### config.mk
export PLATFORM = sky130hd
export DESIGN_NAME = alert_status_ctrl
export DESIGN_NICKNAME = d
export VERILOG_FILES = /design/src/rtl/alert_pkg.sv /design/src/rtl/alert_addr_dec.sv /design/src/rtl/status_bank.sv /design/src/rtl/mask_bank.sv /design/src/rtl/alert_status_ctrl.sv
export SDC_FILE = /design/constraint.sdc
export NUM_CORES = 1
export LEC_CHECK = 0
export ABC_AREA = 1
export BUFFER_PORTS_ARGS = -buffer_cell sky130_fd_sc_hd__clkbuf_2
export CAP_MARGIN = 20
export CORE_UTILIZATION = 40
export DETAILED_ROUTE_END_ITERATION = 10
export SYNTH_ARGS = -nofsm -noshare
export SYNTH_HDL_FRONTEND = slang
export SYNTH_SLANG_ARGS = --single-unit
### constraint.sdc
create_clock -name clk -period 2.89 [get_ports clk]
set_input_delay 0.867 -clock clk [delete_from_list [all_inputs] [get_ports clk]]
set_output_delay 0.867 -clock clk [all_outputs]
set_load 0.005 [all_outputs]
### src/rtl/alert_pkg.sv
package alert_pkg;
  localparam int REG_W = 8;

  typedef enum logic [1:0] {
    SEL_NONE   = 2'd0,
    SEL_STATUS = 2'd1,
    SEL_MASK   = 2'd2
  } sel_kind_e;
endpackage

### src/rtl/alert_addr_dec.sv
module alert_addr_dec
  import alert_pkg::*;
#(
  parameter int ADDR_W = 8,
  parameter int NUM_REGS = 2,
  parameter logic [ADDR_W-1:0] STATUS_BASE = 8'h70,
  parameter logic [ADDR_W-1:0] MASK_BASE = 8'h72,
  localparam int IDX_W = (NUM_REGS > 1) ? $clog2(NUM_REGS) : 1
) (
  input  logic [ADDR_W-1:0] addr,
  output sel_kind_e         kind,
  output logic [IDX_W-1:0]  idx
);
  always_comb begin
    kind = SEL_NONE;
    idx  = '0;
    for (int j = 0; j < NUM_REGS; j++) begin
      if (addr == ADDR_W'(STATUS_BASE + ADDR_W'(j))) begin
        kind = SEL_STATUS;
        idx  = IDX_W'(j);
      end
      if (addr == ADDR_W'(MASK_BASE + ADDR_W'(j))) begin
        kind = SEL_MASK;
        idx  = IDX_W'(j);
      end
    end
  end
endmodule

### src/rtl/status_bank.sv
module status_bank #(
  parameter int W = 8
) (
  input  logic         clk,
  input  logic         rst,
  input  logic [W-1:0] cond_i,
  input  logic         clr_i,
  output logic [W-1:0] status_q,
  output logic [W-1:0] status_d
);
  // set dominates; a clearing read only drops bits whose condition is low
  always_comb status_d = cond_i | (clr_i ? '0 : status_q);

  always_ff @(posedge clk) begin
    if (rst) status_q <= '0;
    else     status_q <= status_d;
  end

  // a high condition always leaves its bit set
  assert_cond_sets_R1: assert property (@(posedge clk) disable iff (rst)
    1'b1 |=> ((status_q & $past(cond_i)) == $past(cond_i)));

  // without a read, set bits stay set
  assert_sticky_hold_R2: assert property (@(posedge clk) disable iff (rst)
    !clr_i |=> ((status_q & $past(status_q)) == $past(status_q)));
endmodule

### src/rtl/mask_bank.sv
module mask_bank #(
  parameter int W = 8
) (
  input  logic         clk,
  input  logic         rst,
  input  logic         we_i,
  input  logic [W-1:0] wdata_i,
  output logic [W-1:0] mask_q,
  output logic [W-1:0] mask_d
);
  always_comb mask_d = we_i ? wdata_i : mask_q;

  always_ff @(posedge clk) begin
    if (rst) mask_q <= '0;
    else     mask_q <= mask_d;
  end

  // mask changes only under a write to this register
  assert_mask_stable_R5: assert property (@(posedge clk) disable iff (rst)
    !we_i |=> $stable(mask_q));
endmodule

### src/rtl/alert_status_ctrl.sv
module alert_status_ctrl
  import alert_pkg::*;
#(
  parameter int NUM_REGS = 2,
  parameter int ADDR_W = 8,
  parameter logic [ADDR_W-1:0] STATUS_BASE = 8'h70,
  parameter logic [ADDR_W-1:0] MASK_BASE = 8'h72,
  localparam int NUM_SRC = NUM_REGS * REG_W,
  localparam int IDX_W = (NUM_REGS > 1) ? $clog2(NUM_REGS) : 1
) (
  input  logic               clk,
  input  logic               rst,
  input  logic [NUM_SRC-1:0] cond_i,
  input  logic [ADDR_W-1:0]  bus_addr,
  input  logic               bus_rd,
  input  logic               bus_wr,
  input  logic [REG_W-1:0]   bus_wdata,
  output logic [REG_W-1:0]   bus_rdata,
  output logic               alert_n
);
  sel_kind_e          kind;
  logic [IDX_W-1:0]   idx;
  logic [REG_W-1:0]   status_arr [NUM_REGS];
  logic [REG_W-1:0]   mask_arr   [NUM_REGS];
  logic [NUM_SRC-1:0] status_all, status_nx, mask_all, mask_nx;
  logic [REG_W-1:0]   rdata_d;

  alert_addr_dec #(
    .ADDR_W(ADDR_W), .NUM_REGS(NUM_REGS),
    .STATUS_BASE(STATUS_BASE), .MASK_BASE(MASK_BASE)
  ) u_dec (
    .addr(bus_addr), .kind(kind), .idx(idx)
  );

  for (genvar j = 0; j < NUM_REGS; j++) begin : g_reg
    logic clr_hit, wr_hit;
    assign clr_hit = bus_rd && (kind == SEL_STATUS) && (idx == IDX_W'(j));
    assign wr_hit  = bus_wr && (kind == SEL_MASK) && (idx == IDX_W'(j));

    status_bank #(.W(REG_W)) u_status (
      .clk(clk), .rst(rst),
      .cond_i(cond_i[j*REG_W +: REG_W]),
      .clr_i(clr_hit),
      .status_q(status_all[j*REG_W +: REG_W]),
      .status_d(status_nx[j*REG_W +: REG_W])
    );

    mask_bank #(.W(REG_W)) u_mask (
      .clk(clk), .rst(rst),
      .we_i(wr_hit), .wdata_i(bus_wdata),
      .mask_q(mask_all[j*REG_W +: REG_W]),
      .mask_d(mask_nx[j*REG_W +: REG_W])
    );

    assign status_arr[j] = status_all[j*REG_W +: REG_W];
    assign mask_arr[j]   = mask_all[j*REG_W +: REG_W];
  end

  always_comb begin
    case (kind)
      SEL_STATUS: rdata_d = status_arr[idx];
      SEL_MASK:   rdata_d = mask_arr[idx];
      default:    rdata_d = '0;
    endcase
  end

  always_ff @(posedge clk) begin
    if (rst) begin
      bus_rdata <= '0;
      alert_n   <= 1'b1;
    end else begin
      if (bus_rd) bus_rdata <= rdata_d;
      alert_n <= ~|(status_nx & ~mask_nx);
    end
  end

  // alert line tracks the latched, unmasked state
  assert_alert_match_R3: assert property (@(posedge clk) disable iff (rst)
    1'b1 |=> (alert_n == ~|(status_all & ~mask_all)));

  // fully masked state keeps the alert released
  assert_masked_quiet_R4: assert property (@(posedge clk) disable iff (rst)
    1'b1 |=> (((status_all & ~mask_all) == '0) -> alert_n));

  // read data moves only under a read strobe
  assert_rdata_hold_R7: assert property (@(posedge clk) disable iff (rst)
    !bus_rd |=> $stable(bus_rdata));
endmodule

==> out/results.txt <==
Status = completed
Clk sinks = 41
Vias/cell = 4.67
GR Overflow Total = 0
Die Ht = 75.2 um
Hold path cells = 2
Post-Syn Nets = 369
VDD IR max = 0.274 mV
Max-Cap Viols = 0
CTS clk-pin slew, worst paths = 0.08 ns
Critical path class = primary input to flip-flop
Post-synth EDFFs = 0
Largest net degree at the start of global routing = 42
Setup TNS Final = 0 ns
Layout cells sized above 1 = 17.8%
Register-to-register setup slack = 1.84 ns
Max Freq = 408 MHz
Post-CTS Setup Repair Bufs = 0
Synthesized area per cell = 6.47 um2
Worst endpoint data arrival time = 2.68 ns
Synth top area share = 38.3%
Cts bufs inserted = 5
Setup-failing EPs final = 0
Hold Path Class = flip-flop to flip-flop
Min cycle time layout = 2.45 ns
Ys flop type = dfxtp_1
HP Start = bus_rdata[7]
DR vias = 2085
Number of synthesis warnings = 0
DR iter-0 viols = 131
Worst-path maximum fanout = 11
Slowest-stage cell, CP = nor3_1
Initial antenna violation count = 0
Syn Inst Count = 331
CTS Root Cell = clkbuf_8
Worst r2r src = g_reg[1].u_mask.mask_q[6]
Netlist Area Pre-Place = 2140 um2
Hold slack = 0.467 ns
First-pass GRT wire length = 8470 um
Post-synthesis cell type count = 25
Clock Latency Late Sink = 0.29 ns
Port Buf Inserts = 44
CP Capture Type = flip-flop
R2r worst-path depth = 8
Worst slew margin = 44.6%
Synth-to-Final Area Change = 15.8%
Cell family with most CP delay = simple AND/OR/NAND/NOR gates
Worst-Margin Slew = 0.831 ns
Die X = 75.2 um
CP peak stage delay = 0.21 ns
GPL Wtd Cong = 0.800
Post-synth ARST share = 0%
Startpoint types = primary input
Critical-path cell list = clkbuf_2 > inv_1 > nand2_1 > nor2_4 > inv_1 > nor3_1 > inv_1 > ha_1 > nand2_1 > inv_2 > buf_4 > nand4_1 > nand2_1 > nand2_1 > nand2_1 > nor2_1 > nand2_1 > o21ai_1
Worst EP required = 3.12 ns
ANT nets after route = 0
Nets@finish = 413
Vias in the first global route = 1867
Hold buffers post-CTS = 0
Synth Register Bits = 41
RSZ-0062 raised after global routing = false
Period Utilization, post-route = 84.8%
Total GRT Usage = 20.5%
Hold path endpoint = bus_rdata[7]
Most used cell, CP = nand2_1
CP Launch Point = bus_addr[7]
Detailed Routing Iterations Pass 1 = 4
WL per Instance = 11.8 um
Max Slew Vio Count = 0
Die area = 5650 um2
DP Wirelength = 4060 um
H-tree levels = 2
TritonCTS clock tree = built
Setup WS post-layout = 0.440 ns
Biggest area consumer among synthesized cells = dfxtp_1
Core footprint = 5140 um2
Post_cts resized = 0
Starting Density = 41.7%
Antenna cell count = 0
DP Worst Slack = 0.108 ns
Final Hold Vio Count = 0
Max Root-Sink Buffers = 2
Max Clock Skew = 0.00438 ns
LEAKAGE = 0.00128 uW
Post-Route WL = 5270 um
Cell area power density = 425 nW/um2
DR DRC count = 0
# rows = 26
Fill cells = 589
Register area = 821 um2
I/O Pins = 45
RR Endpoint = alert_n
Most area-consuming cells after synthesis = dfxtp_1, nand2_1, inv_1
Area of the multi-input gates = 1030 um2
Seq/Total Area, Yosys = 38.3%
Worst Path Buf+Inv = 6
[routing by layer]
| layer | global-route usage [%] | vias up | part of all wire, % |
|---|---|---|---|
| li1 | - | 1113 | - |
| met1 | 28.6 | 914 | 51 |
| met2 | 32.3 | 53 | 44 |
| met3 | 4.02 | 5 | 4.6 |
| met4 | 5.56 | 0 | 0.74 |
| met5 | 0 | - | 0 |
[placed cells by master, fill, tap and decap left out, types with 2 or more instances in the layout]
master,netlist,layout
o22ai_1,5,5
clkbuf_1,4,3
nand2_1,114,114
nand3_4,2,2
o21ai_0,13,13
clkbuf_2,0,44
ha_1,2,2
a21oi_1,24,24
o211ai_2,3,3
o21ai_1,4,4
inv_1,50,50
nand2_2,3,3
nor2_1,34,34
buf_4,2,6
nand3_1,8,8
dfxtp_1,41,41
clkbuf_8,0,5
nand4_1,8,8
nor3_1,2,2
[area by class of cell]
type / count / area share (%)
flip-flops and latches: 41 / 33.1
clock buffers: 8 / 3.23
repair buffers: 50 / 10.7
inverters: 53 / 8.07
multi-input cells: 224 / 41.4
well taps: 70 / 3.53
[logic make-up after synthesis]
group | share of synthesized area (%)
AOI/OAI and AO/OA | 12.8
adders and majority gates | 1.17
buffers and inverters | 13.8
DFF | 38.3
and+or+nand+nor | 33.9
[report_power, final]
group	switching (uW)	internal, uW
clock network	190	172
registers	11.1	582
logic	58.1	40.9
total	259	794
[tightest hold or removal path, cell delays in order, from the launching register on]
cell and delay, ns:
dfxtp_1 0.31, nand2_1 0.06, a21oi_1 0.05
[worst max-delay path by stage]
stage,to,slack (ns),depth (start not counted)
floorplan,alert_n,0.18,18
global placement,alert_n,0.17,17
detailed placement,alert_n,0.11,18
CTS,alert_n,0.41,18
global route,alert_n,0.20,17
finish,alert_n,0.44,18
[stage by stage]
stage          util, %  total power, uW  instance area, um2  std cells
6_report          48.2             1050                2480        446
5_1_grt           48.2             1100                2480        446
4_1_cts           48.2             1060                2480        446
3_5_place_dp      46.7              705                2400        438
3_3_place_gp      46.7              705                2400        438
2_1_floorplan        -              665                2140        331
[flip-flops by register name (all words and copies together) (netlist names)]
| name | cells |
|---|---|
| g.u_mask.mask_q | 16 |
| g.u_status.status_q | 16 |
| bus_rdata | 8 |
| alert_n | 1 |
[synthesized netlist by cell type (3+ instances only)]
cell type / n
nand2_1: 114
inv_1: 50
dfxtp_1: 41
nor2_1: 34
a21oi_1: 24
o21ai_0: 13
nand3_1: 8
nand4_1: 8
buf_6: 5
o22ai_1: 5
clkbuf_1: 4
o21ai_1: 4
nand2_2: 3
o211ai_2: 3
(Power assumes the default switching activity.)
